`config.mk`:
```
export PLATFORM = sky130hd
export DESIGN_NAME = tip_presenter
export DESIGN_NICKNAME = d
export VERILOG_FILES = /design/src/rtl/tip_pkg.sv /design/src/rtl/tip_prio_enc.sv /design/src/rtl/tip_ctx_update.sv /design/src/rtl/tip_rd_mux.sv /design/src/rtl/tip_presenter.sv
export SDC_FILE = /design/constraint.sdc
export NUM_CORES = 1
export LEC_CHECK = 0
export ABC_AREA = 1
export BUFFER_PORTS_ARGS = -buffer_cell sky130_fd_sc_hd__buf_4
export CELL_PAD_IN_SITES_DETAIL_PLACEMENT = 0
export CELL_PAD_IN_SITES_GLOBAL_PLACEMENT = 1
export CORE_MARGIN = 2
export CORE_UTILIZATION = 36
export DETAILED_ROUTE_END_ITERATION = 7
export PLACE_DENSITY = 0.86
export RECOVER_POWER = 50
export SYNTH_ARGS = -nofsm -noshare
export SYNTH_HDL_FRONTEND = slang
export SYNTH_SLANG_ARGS = --single-unit
```
`constraint.sdc`:
```
create_clock -name clk -period 2.3 [get_ports clk]
set_input_delay 0.23 -clock clk [delete_from_list [all_inputs] [get_ports clk]]
set_output_delay 0.23 -clock clk [all_outputs]
set_load 0.03 [all_outputs]
```
`src/rtl/tip_pkg.sv`:
```
package tip_pkg;
    localparam int NUM_PRIO  = 8;
    localparam int PRIO_W    = $clog2(NUM_PRIO);
    localparam int REG_W     = 8;
    localparam int RD_W      = 2 * REG_W;
    localparam int EO_BIT    = REG_W - 1;
    localparam logic [REG_W-1:0] PRIO_NONE = '1;
    localparam logic [PRIO_W-1:0] ESC_PRIO = PRIO_W'(NUM_PRIO - 1);

    typedef enum logic [1:0] {PG_PHYS, PG_HYP, PG_OS, PG_USER} page_e;
    typedef enum logic [1:0] {OP_READ, OP_SET_CPPR, OP_ACK, OP_NONE} op_e;
    typedef enum logic [1:0] {SEL_PEND, SEL_PIPR, SEL_CPPR, SEL_NSR} sel_e;

    typedef struct packed {
        logic [NUM_PRIO-1:0] pend;
        logic [REG_W-1:0]    pipr;
        logic [REG_W-1:0]    cppr;
        logic                eo;
    } ctx_t;

    function automatic logic [NUM_PRIO-1:0] prio_mask(input logic [PRIO_W-1:0] p);
        return NUM_PRIO'(1) << p;
    endfunction

    function automatic logic [REG_W-1:0] nsr_of(input logic eo);
        logic [REG_W-1:0] v;
        v = '0;
        v[EO_BIT] = eo;
        return v;
    endfunction
endpackage

```
`src/rtl/tip_prio_enc.sv`:
```
module tip_prio_enc
    import tip_pkg::*;
(
    input  logic [NUM_PRIO-1:0] pend,
    output logic [REG_W-1:0]    best
);
    always_comb begin
        best = PRIO_NONE;
        for (int i = NUM_PRIO - 1; i >= 0; i--) begin
            if (pend[i]) best = REG_W'(i);
        end
    end
endmodule

```
`src/rtl/tip_ctx_update.sv`:
```
module tip_ctx_update
    import tip_pkg::*;
(
    input  ctx_t              cur,
    input  logic              ntf_valid,
    input  logic [PRIO_W-1:0] ntf_prio,
    input  logic              ntf_esc,
    input  logic              acc_valid,
    input  page_e             acc_page,
    input  op_e               acc_op,
    input  logic [REG_W-1:0]  acc_wdata,
    output ctx_t              nxt
);
    logic                ntf_ok;
    logic                do_ack;
    logic                do_wr;
    logic [NUM_PRIO-1:0] pend_ack;
    logic [NUM_PRIO-1:0] pend_new;
    logic [REG_W-1:0]    cppr_new;
    logic [REG_W-1:0]    pipr_new;

    assign ntf_ok = ntf_valid && ((ntf_prio != ESC_PRIO) || ntf_esc);
    assign do_ack = acc_valid && (acc_op == OP_ACK) && cur.eo;
    assign do_wr  = acc_valid && (acc_op == OP_SET_CPPR) && (acc_page != PG_USER);

    // acknowledge retires against the pre-notify state, then the notify merges
    always_comb begin
        pend_ack = cur.pend;
        cppr_new = cur.cppr;
        if (do_ack) begin
            pend_ack[cur.pipr[PRIO_W-1:0]] = 1'b0;
            cppr_new = cur.pipr;
        end
        if (do_wr) cppr_new = acc_wdata;
        pend_new = pend_ack | (ntf_ok ? prio_mask(ntf_prio) : '0);
    end

    tip_prio_enc u_enc (
        .pend (pend_new),
        .best (pipr_new)
    );

    always_comb begin
        nxt.pend = pend_new;
        nxt.pipr = pipr_new;
        nxt.cppr = cppr_new;
        nxt.eo   = (pipr_new < cppr_new);
    end
endmodule

```
`src/rtl/tip_rd_mux.sv`:
```
module tip_rd_mux
    import tip_pkg::*;
(
    input  ctx_t            cur,
    input  logic            acc_valid,
    input  op_e             acc_op,
    input  sel_e            acc_sel,
    output logic [RD_W-1:0] rdata
);
    logic [REG_W-1:0] reg_val;

    always_comb begin
        unique case (acc_sel)
            SEL_PEND: reg_val = REG_W'(cur.pend);
            SEL_PIPR: reg_val = cur.pipr;
            SEL_CPPR: reg_val = cur.cppr;
            SEL_NSR:  reg_val = nsr_of(cur.eo);
            default:  reg_val = '0;
        endcase
    end

    always_comb begin
        rdata = '0;
        if (acc_valid) begin
            if (acc_op == OP_READ)     rdata = {{REG_W{1'b0}}, reg_val};
            else if (acc_op == OP_ACK) rdata = {nsr_of(cur.eo), cur.pipr};
        end
    end
endmodule

```
`src/rtl/tip_presenter.sv`:
```
module tip_presenter
    import tip_pkg::*;
(
    input  logic              clk,
    input  logic              rst,
    input  logic              ntf_valid,
    input  logic [PRIO_W-1:0] ntf_prio,
    input  logic              ntf_esc,
    input  logic              acc_valid,
    input  logic [1:0]        acc_page,
    input  logic [1:0]        acc_op,
    input  logic [1:0]        acc_sel,
    input  logic [REG_W-1:0]  acc_wdata,
    output logic [RD_W-1:0]   acc_rdata,
    output logic              irq
);
    ctx_t ctx_q;
    ctx_t ctx_d;

    tip_ctx_update u_upd (
        .cur       (ctx_q),
        .ntf_valid (ntf_valid),
        .ntf_prio  (ntf_prio),
        .ntf_esc   (ntf_esc),
        .acc_valid (acc_valid),
        .acc_page  (page_e'(acc_page)),
        .acc_op    (op_e'(acc_op)),
        .acc_wdata (acc_wdata),
        .nxt       (ctx_d)
    );

    tip_rd_mux u_rd (
        .cur       (ctx_q),
        .acc_valid (acc_valid),
        .acc_op    (op_e'(acc_op)),
        .acc_sel   (sel_e'(acc_sel)),
        .rdata     (acc_rdata)
    );

    always_ff @(posedge clk) begin
        if (rst) begin
            ctx_q.pend <= '0;
            ctx_q.pipr <= PRIO_NONE;
            ctx_q.cppr <= '0;
            ctx_q.eo   <= 1'b0;
        end else begin
            ctx_q <= ctx_d;
        end
    end

    assign irq = ctx_q.eo;
endmodule

```
* Yosys cells after proc, flatten, opt, wreduce, memory -nomap -nowiden *
Cells that the tools add are included.

storage, ports and cells
  register bits = 25
  latch bits = 0
  RAM bits = 0
  bits in read-only memories = 0
  bits of input ports = 22
  output and inout port bits = 17
  memories kept = 0

operators by class
  add/sub/neg operators = 0
  multiply operators = 0
  div/mod/pow operators = 0
  order comparisons = 3
  equal/unequal tests = 7
  shift-type cells = 1
  muxes and demuxes = 18
  bitwise gates (word level) = 3
  reductions and logical operators = 9

operator list
  kind                   count
  $mux W8                12
  $mux W16               3
  $pmux W8 S4            1
  $and A8 B8 Y8          1
  $lt A8 B8 Y1           1
  $not A8 Y8             1
  $or A8 B8 Y8           1
  $shl A1 B3 Y8 const A  1
  $eq A2 B2 Y1 const B   3
  $logic_and A1 B1 Y1    6
  $eq A2 B1 Y1 const B   2
  $logic_not A2 Y1       2
  $lt A3 B4 Y1 const B   1
  $demux W1 S3           1
  $ge A3 B1 Y1 const B   1
  $ne A3 B3 Y1 const B   1
  $ne A2 B2 Y1 const B   1
  $logic_or A1 B1 Y1     1
  $mux W1                1

* Longest topological paths before layout *
Gate-level depths: netlist of the first run.

  depth after elaboration = 17
  gate-level depth with buffers = 18
  gate-level depth less buffers = 18

* Cells and area by module *
From an unflattened synthesis of the first run, not the netlist that was laid out.

unflattened totals
  cells, all modules = 292
  area, all modules = 1896.8 µm²

modules (own cells, without submodules)
  module          instances  cells an instance  area an instance (µm²)
  tip_presenter   1          78                 718.2
  tip_ctx_update  1          106                649.4
  tip_rd_mux      1          87                 404.1
  tip_prio_enc    1          21                 125.1

* Worst setup path before layout of the first run *
OpenSTA, ideal clock, no wires.

  path kind = register -> register
  start point = reg ctx_q (netlist bit irq)
  end point = reg ctx_q (netlist bit irq)
  arrival time = 2134 ps
  required time = 2234 ps
  slack = 100 ps
  cell stages (with the launch flop) = 12
  buffers on the path = 1
  clock period less this slack = 2200 ps
  cells stage by stage = dfxtp_1 > inv_1 > nor2_2 > buf_6 > nand4_1 > a21oi_1 > nand3_4 > nor2_1 > ha_1 > a21oi_1 > o211ai_1 > a21oi_2

between the ends
  word-level cells in the longest chain between the ends = 12
  elaborated cells between the ends (all ways) = 14

RTL lines
  what                      RTL line              RTL
  start: declaration        tip_presenter.sv:17   ctx_t ctx_q;
  start signal: assignment  tip_presenter.sv:47   ctx_q <= ctx_d;
  $logic_and A1 B1 Y1 (*)   tip_ctx_update.sv:23  assign do_ack = acc_valid && (acc_op == OP_ACK) && cur.eo;
  $mux W8                   tip_ctx_update.sv:30  if (do_ack) begin
  $or A8 B8 Y8              tip_ctx_update.sv:35  pend_new = pend_ack | (ntf_ok ? prio_mask(ntf_prio) : '0);
  $mux W8 (8 in series)     tip_prio_enc.sv:10    if (pend[i]) best = REG_W'(i);
  $lt A8 B8 Y1 (*)          tip_ctx_update.sv:47  nxt.eo = (pipr_new < cppr_new);

Every way passes the cells marked *; elsewhere a longest branch is shown, timed or not.
A chain may end at the register's enable or synchronous reset.

==> key figures, run 1 <==
Synth
  – Netlist cell types: 35
  – Post-synth top flop: dfxtp_1
  – Fraction of synthesized cell area taken by the top area cell type: 27.2%
  – Syn Inst Count: 242
  – Warnings from Yosys: 0
  – Syn_area_per_cell: 6.40 um^2
  – Synth async-reset ratio: 0%
  – Post-Syn Area: 1550 um^2
  – Commonest cells in the netlist: nand2_1 (42), nor2_1 (42), inv_1 (40), dfxtp_1 (21), o21ai_0 (18)
  – Seq/Total Area, Yosys: 27.2%
  – Number of synthesized flops with an enable pin: 0
  – Area contributors post-synth: dfxtp_1 (27%), nand2_1 (10%), nor2_1 (10%)
  – Synth Register Bits: 21
  – Yosys top cell by area: dfxtp_1

Clocking
  – Reg clk slew, reported paths: 90 ps
  – Clock root cell: clkbuf_8
  – Num CTS Buffers: 3
  – H-tree Lvls: 1
  – CTS Hold Bufs: 0
  – Maximum clock insertion buffer count: 2
  – Clock Latency Late Sink: 270 ps
  – CTS tree: done
  – Clock sinks: 21

Power and ir drop
  – Peak supply drop: 213 uV
  – Leakage: 0.946 nW
  – Power per cell area: 559 nW/um^2

STA
  – Worst Slack Setup Final: 217 ps
  – RSZ-0062 raised after global routing: no
  – Hold Worst Slack: 267 ps
  – Max Freq: 480 MHz
  – Endpoints failing hold: 0
  – Setup TNS: 0 ps
  – Clk_skew: 4.85 ps
  – Max Transition Viols Final: 0
  – Period utilisation layout: 90.6%
  – Period minus WS final: 2080 ps
  – Final setup fails: 0

Critical path
  – Req. time, crit path: 2500 ps
  – Crit Path Max Fanout: 4
  – CP arrival: 2280 ps
  – Worst-path cell chain: inv_1 > nor2_4 > buf_4 > nand2_4 > o21ai_2 > nand2_2 > nor2_4 > inv_1 > o21ai_1 > inv_1 > ha_1 > nand2_1 > nand2_1 > nand2_1 > nand2_1 > a21oi_2
  – Crit start category: register
  – CP Capture Type: register
  – Critical Path Most Common Cell: nand2_1
  – Critical Setup Path Class: register to register
  – CP peak stage delay: 370 ps
  – CP max-delay cell: dfxtp_2

Placed design
  – Port bufs: 31
  – RePlAce Congestion: 0.828
  – Dpl ws: 18.5 ps
  – DP HPWL: 3390 um

Finish
  – Area growth syn-to-layout: 24.5%
  – # diodes: 0
  – # nets final: 312
  – Share of cells above drive strength 1: 22.6%

Route
  – Vias per cell: 4.88
  – Drc violations: 0
  – DR iter-0 viols: 96
  – Post-route antenna net violation count: 0
  – WL final: 4120 um
  – DR pass1 iterations: 4
  – Via Count: 1626
  – Routed length per placed instance: 12.4 um

Global route
  – First-pass GRT wire length: 7160 um
  – Vias in the first global route: 1563
  – GRT Total Usage: 18.1%
  – Grt total ovfl: 0
  – Antenna violations before repair: 0
  – Largest net degree at the start of global routing: 19

Floorplan
  – Num rows: 23
  – Die X-Extent: 69.6 um
  – Core area: 4060 um^2
  – Total die area: 4840 um^2
  – Vert. Die Dim: 69.6 um
  – Initial core utilization: 38.1%
  – # IOs: 39

Min path
  – Min-Delay Path Class: primary input to register

Run
  – Max-capacitance violation count: 0

Status
  – Status: complete, no violations
## timing repair
item | 4_1_cts | 5_1_grt
setup buffers | 0 | 0
setup endpoints to repair | 0 | 1
gates resized for setup | 0 | 6
## cells in the final DEF, fill, tap and decap left out, types with 3 or more instances in the layout
master    synthesis  final
nand2_2           3      3
clkbuf_8          0      3
inv_1            40     40
o211ai_1          5      5
nand3_1           9      9
o21ai_0          18     17
conb_1            1      7
nand4_1           5      5
buf_4             7     40
nor2_4            2      3
dfxtp_1          21     19
o22ai_1           4      4
a21oi_1           8      8
nand2_1          42     42
clkbuf_1          4      3
ha_1              6      6
nor3_1            4      4
nor2_1           42     41
## logic make-up after synthesis
family | Yosys count | synth area share [%]
AOI/OAI and AO/OA | 46 | 18.3
and+or+nand+nor | 115 | 34.4
other | 1 | 0.242
adders and majority gates | 6 | 4.85
buffers and inverters | 53 | 15.1
DFF | 21 | 27.2
## area by class of cell
cell class,count,area [um^2]
clock buffers,3,41.3
inverters,40,150
clock inverters,1,7.51
well taps,50,62.6
multi-input cells,174,923
repair buffers,44,319
flip-flops and latches,21,423
fillers,430,2130
## through the flow
stage / total power, mW / cells / util (%) / instance area [um^2]
2_1_floorplan: 0.688 / 248 / - / 1570
3_3_place_gp: 0.819 / 329 / 46.3 / 1880
3_5_place_dp: 0.821 / 329 / 46.3 / 1880
4_1_cts: 1.08 / 333 / 47.5 / 1930
5_1_grt: 1.15 / 333 / 47.5 / 1930
6_report: 1.08 / 333 / 47.5 / 1930
## critical path: cells and delay by family, from the launching register on
| family | cells | cell delay, ps |
|---|---|---|
| adders and majority gates | 1 | 260 |
| buffers and inverters | 4 | 340 |
| and+or+nand+nor | 8 | 640 |
| AOI/OAI and AO/OA | 3 | 400 |
| DFF | 1 | 370 |
## where the power goes
| part | internal (mW) | total (mW) | switching, mW |
|---|---|---|---|
| Combinational | 0.157 | 0.400 | 0.243 |
| Sequential | 0.392 | 0.417 | 0.0250 |
| Clock | 0.123 | 0.260 | 0.137 |
| Total | 0.672 | 1.08 | 0.405 |
## metal layers
metal	vias up	routed length [um]	global-route usage [%]
li1	849	-	-
met1	727	2110	26.7
met2	48	1740	27.5
met3	2	242	2.47
met4	0	27	4.58
met5	-	0	0
## worst paths after layout
kind	to	slack (ps)	start	cells past startpoint
min reg2reg	ctx_q[18]	580	ctx_q[18]	4
max	irq	220	irq	16
min	ctx_q[2]	270	acc_wdata[1]	3
max reg2reg	irq	220	irq	16
## registers in the layout (all words and copies together), names as in the netlist
signal / count
ctx_q: 20
irq: 1
Power figures use the tool's default switching activity.
==> inputs of run 2 (changes only) <==
PLACE_DENSITY = 0.87   (was 0.86)
==> run 2 against run 1 <==
Against the previous run:
- utilization barely moved
- hold slack barely moved
- first-iteration DRC count fell by 13%
- register-to-register slack got worse by 50 ps
- design area barely moved
- via count fell by 1.7%
- sequential power barely moved
- critical endpoint unchanged
- critical path depth fell by 5
- count of clock-buffer cells in the layout did not move
- largest cell class unchanged
- largest power group unchanged
- total power fell by 1.1%
- routed wire length rose by 0.49%
- flip-flop and latch count did not move
==> key figures, run 2 (synthesized netlist as in run 1, its figures left out) <==
Critical path
  – CP arrival: 2330 ps
  – Critical Setup Path Class: register to register
  – Reg2reg end: irq
  – R2R Path Start: ctx_q[11]
  – Crit start category: register
  – Crit path to: irq
  – Req. time, crit path: 2500 ps
  – Crit Path Max Fanout: 6
  – FF-to-FF setup slack: 170 ps
  – R2r worst-path depth: 11
  – CP Capture Type: register
  – Worst Setup SP: ctx_q[11]

Global route
  – Antenna violations before repair: 0
  – First-pass GRT wire length: 7090 um
  – Largest net degree at the start of global routing: 19
  – GRT Total Usage: 18.1%
  – Vias in the first global route: 1499
  – Grt total ovfl: 0

Clocking
  – Clock sinks: 21
  – Num CTS Buffers: 3
  – Post-CTS setup buffers: 0
  – CTS Hold Bufs: 0
  – CTS tree: done
  – Clock Latency Late Sink: 260 ps
  – H-tree Lvls: 1
  – CTS resizes: 0
  – Clock root cell: clkbuf_8
  – Reg clk slew, reported paths: 80 ps
  – Maximum clock insertion buffer count: 2

Route
  – Post-route antenna net violation count: 0
  – Vias per cell: 4.80
  – Via Count: 1599
  – Drc violations: 0
  – Routed length per placed instance: 12.4 um
  – WL final: 4140 um
  – DR pass1 iterations: 4
  – DR iter-0 viols: 84

Finish
  – # nets final: 312
  – Commonest non-fill, non-tap cell in the layout: nand2_1
  – Number of flip-flops in the largest register: 20
  – Share of cells above drive strength 1: 23.0%
  – Register Area: 423 um^2
  – Area growth syn-to-layout: 24.4%
  – Multi-input logic area: 918 um^2
  – Layout fillers: 441
  – # diodes: 0
  – Most flops, register: ctx_q
  – Most frequent cells in the layout: nand2_1 (42), nor2_1 (41), inv_1 (40), buf_4 (40), dfxtp_1 (19)

Min path
  – Min-Delay Path Class: primary input to register
  – HP Start: acc_wdata[1]
  – Hold path cells: 3

Power and ir drop
  – Power Total: 1.06 mW
  – Peak supply drop: 305 uV
  – Power per cell area: 553 nW/um^2
  – Leakage: 0.949 nW

Floorplan
  – Total die area: 4840 um^2
  – # IOs: 39
  – Initial core utilization: 38.1%
  – Die X-Extent: 69.6 um
  – Vert. Die Dim: 69.6 um
  – Core area: 4060 um^2
  – Num rows: 23

Placed design
  – RePlAce Congestion: 0.853
  – DP HPWL: 3380 um
  – Port bufs: 31

STA
  – Max Freq: 469 MHz
  – RSZ-0062 raised after global routing: no
  – Period utilisation layout: 92.7%
  – Endpoints failing hold: 0
  – Period minus WS final: 2130 ps
  – Max Transition Viols Final: 0
  – Final setup fails: 0
  – Clk_skew: 0.961 ps
  – Setup TNS: 0 ps

Status
  – Status: complete, no violations

Run
  – Max-capacitance violation count: 0
-- run 2: changes by cell type in the layout (fill, tap and decap cells not counted) --
| cell | previous run | this run |
|---|---|---|
| clkbuf_4 | 1 | 2 |
| nor2_4 | 3 | 2 |
| clkbuf_1 | 3 | 2 |
| nor2_2 | 2 | 3 |
-- run 2: layout make-up --
class	instances	share of cell area, %
repair buffers	44	16.8
multi-input cells	174	47.7
inverters	40	7.80
clock inverters	1	0.390
well taps	50	3.25
clock buffers	3	2.14
flip-flops and latches	21	22.0
-- run 2: worst max-delay path, stage by stage (launching register included) --
cell and delay [ps]:
dfxtp_1 450, clkbuf_1 210, nand3_1 90, o21ai_0 210, nand2_1 110, inv_1 130, nand3_4 80, nor2_2 160
ha_1 260, a21oi_1 150, o211ai_1 100, a21oi_2 110
-- run 2: worst min-delay path by stage --
stage,to
3_3_place_gp,ctx_q[2]
5_1_grt,ctx_q[17]
4_1_cts,ctx_q[2]
2_1_floorplan,ctx_q[6]
3_5_place_dp,ctx_q[2]
6_report,ctx_q[2]
-- run 2: layer usage --
layer	up-vias	share of wire, %	track usage, %
met5	-	0	0
met4	0	0.56	3.92
met3	2	4.3	3.05
met2	32	44	28.2
met1	718	51	26.2
li1	847	-	-
-- run 2: report_power, final --
part	switching, mW	total [mW]	internal, mW
Sequential	0.0248	0.417	0.392
Clock	0.129	0.252	0.122
Combinational	0.239	0.396	0.157
Total	0.393	1.06	0.672
-- run 2: through the flow --
stage                     cell area (um^2)  instances  setup slack, ps  hold slack (ps)  utilization, %
after floorplan                       1570        248             99.9              440               -
after global placement                1880        329             69.3              535            46.3
after detailed placement              1880        329             45.9              539            46.3
after CTS                             1930        333             78.4              263            47.5
after global routing                  1930        333             20.8              292            47.5
final                                 1930        333              169              267            47.5
==> inputs of run 3 (changes only) <==
==> constraint.sdc (replaced) <==
create_clock -name clk -period 2.3 [get_ports clk]
set_input_delay 0.345 -clock clk [delete_from_list [all_inputs] [get_ports clk]]
set_output_delay 0.345 -clock clk [all_outputs]
set_load 0.03 [all_outputs]
==> run 3 against run 2 <==
Against the previous run:
- clock power shrank 2%
- flip-flop and latch count is the same
- hold slack gained 120 ps
- first-iteration DRC count grew 51%
- global-route usage shrank 0.12 points
- worst setup slack gained 31 ps
- final cell count grew 2.1%
- critical path depth is the same
- fmax grew 1.5%
- largest power group unchanged
==> key figures, run 3 (synthesized netlist as in run 1, its figures left out) <==
Clocking
  – Maximum clock insertion buffer count: 2
  – CTS Hold Bufs: 0
  – H-tree Lvls: 1
  – Clock Latency Late Sink: 260 ps
  – Clock root cell: clkbuf_8
  – Reg clk slew, reported paths: 80 ps
  – Clock sinks: 21
  – CTS tree: done
  – Num CTS Buffers: 3

Global route
  – Grt total ovfl: 0
  – First-pass GRT wire length: 7070 um
  – GRT Total Usage: 18.0%
  – Largest net degree at the start of global routing: 19
  – Vias in the first global route: 1462
  – Antenna violations before repair: 0

Run
  – Max-capacitance violation count: 0

Power and ir drop
  – Leakage: 0.989 nW
  – Peak supply drop: 270 uV
  – Power per cell area: 541 nW/um^2

STA
  – Max Freq: 476 MHz
  – Max Transition Viols Final: 0
  – Final setup fails: 0
  – Endpoints failing hold: 0
  – Slew @ Worst Pin: 493 ps
  – Slew headroom: 66.8%
  – Period utilisation layout: 91.3%
  – RSZ-0062 raised after global routing: no
  – Worst Slack Setup Final: 200 ps
  – Period minus WS final: 2100 ps
  – Clk_skew: 5.82 ps

Finish
  – Commonest non-fill, non-tap cell in the layout: buf_4
  – Area growth syn-to-layout: 28.1%
  – # diodes: 0
  – Number of flip-flops in the largest register: 20
  – # nets final: 319
  – Finished Layout Cells: 340
  – Most frequent cells in the layout: buf_4 (47), nand2_1 (43), nor2_1 (41)
  – Most flops, register: ctx_q
  – Share of cells above drive strength 1: 24.5%

Route
  – Routed length per placed instance: 12.2 um
  – Post-route antenna net violation count: 0
  – DR iter-0 viols: 127
  – Via Count: 1609
  – DR pass1 iterations: 4
  – WL final: 4130 um
  – Vias per cell: 4.73
  – Drc violations: 0

Critical path
  – CP arrival: 2260 ps
  – Critical Setup Path Class: register to register
  – FF-to-FF setup slack: 200 ps
  – R2R Path Start: irq
  – Reg2reg end: irq
  – R2r worst-path depth: 11
  – CP Capture Type: register
  – Worst Setup SP: irq
  – Crit Path Max Fanout: 5
  – Req. time, crit path: 2460 ps
  – Crit start category: register

Floorplan
  – Vert. Die Dim: 69.6 um
  – # IOs: 39
  – Core area: 4060 um^2
  – Die X-Extent: 69.6 um
  – Initial core utilization: 38.1%
  – Num rows: 23
  – Total die area: 4840 um^2

Status
  – Status: complete, no violations

Placed design
  – Inst Count DP: 336
  – RePlAce Congestion: 0.941
  – DP HPWL: 3420 um
  – Dpl ws: -36.6 ps
  – Port bufs: 31

Min path
  – Hold Path Sink: ctx_q[3]
  – Min-Delay Path Class: primary input to register
  – Hold path cells: 3
  – HP Start: acc_wdata[2]
-- run 3: cell types whose count changed in the layout (fill, tap and decap cells not counted) --
cell        delta
nor2_2         -2
buf_4          +7
nor2_4         +2
nand2_2        -1
clkinv_2       +1
clkinvlp_4     -1
nand2_1        +1
-- run 3: timing repair --
action                     4_1_cts  5_1_grt
setup endpoints to repair        0        1
buffers inserted                 0        0
resized for setup                0        6
-- run 3: final cells by class --
cell class,instances,area (um^2)
clock inverter,1,5.00
inverter,40,150
sequential,21,423
fill,426,2070
clock buffer,3,41.3
multi-input combinational,174,926
timing repair buffer,51,375
tap,50,62.6
-- run 3: routing by layer --
| layer | up-vias | routed length, um | part of all wire, % | track usage (%) |
|---|---|---|---|---|
| met5 | - | 0 | 0 | 0 |
| met4 | 0 | 23 | 0.56 | 3.27 |
| met3 | 2 | 219 | 5.3 | 2.62 |
| met2 | 40 | 1810 | 44 | 27.4 |
| met1 | 705 | 2080 | 50 | 27.0 |
| li1 | 862 | - | - | - |
-- run 3: worst max-delay path, stage by stage (launching register included) --
cell and delay (ps):
dfxtp_2 360, nand4_1 110, clkbuf_1 180, clkbuf_1 230
or2_2 170, o21ai_0 70, o21ai_0 160, inv_1 100
ha_1 300, nand2_1 70, o211ai_1 200, a21oi_2 40
-- run 3: stage by stage --
stage	setup TNS (ps)	hold slack (ps)	total power [mW]	area (um^2)	util, %
floorplan	0	515	0.688	1570	-
global placement	-42.0	626	0.825	1930	47.6
detailed placement	-36.6	619	0.826	1930	47.6
CTS	0	388	1.08	1980	48.8
global route	0	414	1.16	1980	48.9
finish	0	391	1.07	1980	48.9
-- run 3: worst max path at each step --
stage	to	cells after the start
global placement	irq	18
finish	irq	11
floorplan	irq	11
global route	irq	13
CTS	irq	16
detailed placement	irq	18
-- run 3: power by group --
part           switching (mW)  internal (mW)  leakage [nW]
registers              0.0266          0.392         0.172
clock network           0.128          0.121        0.0255
logic                   0.239          0.166         0.792
total                   0.393          0.679         0.989
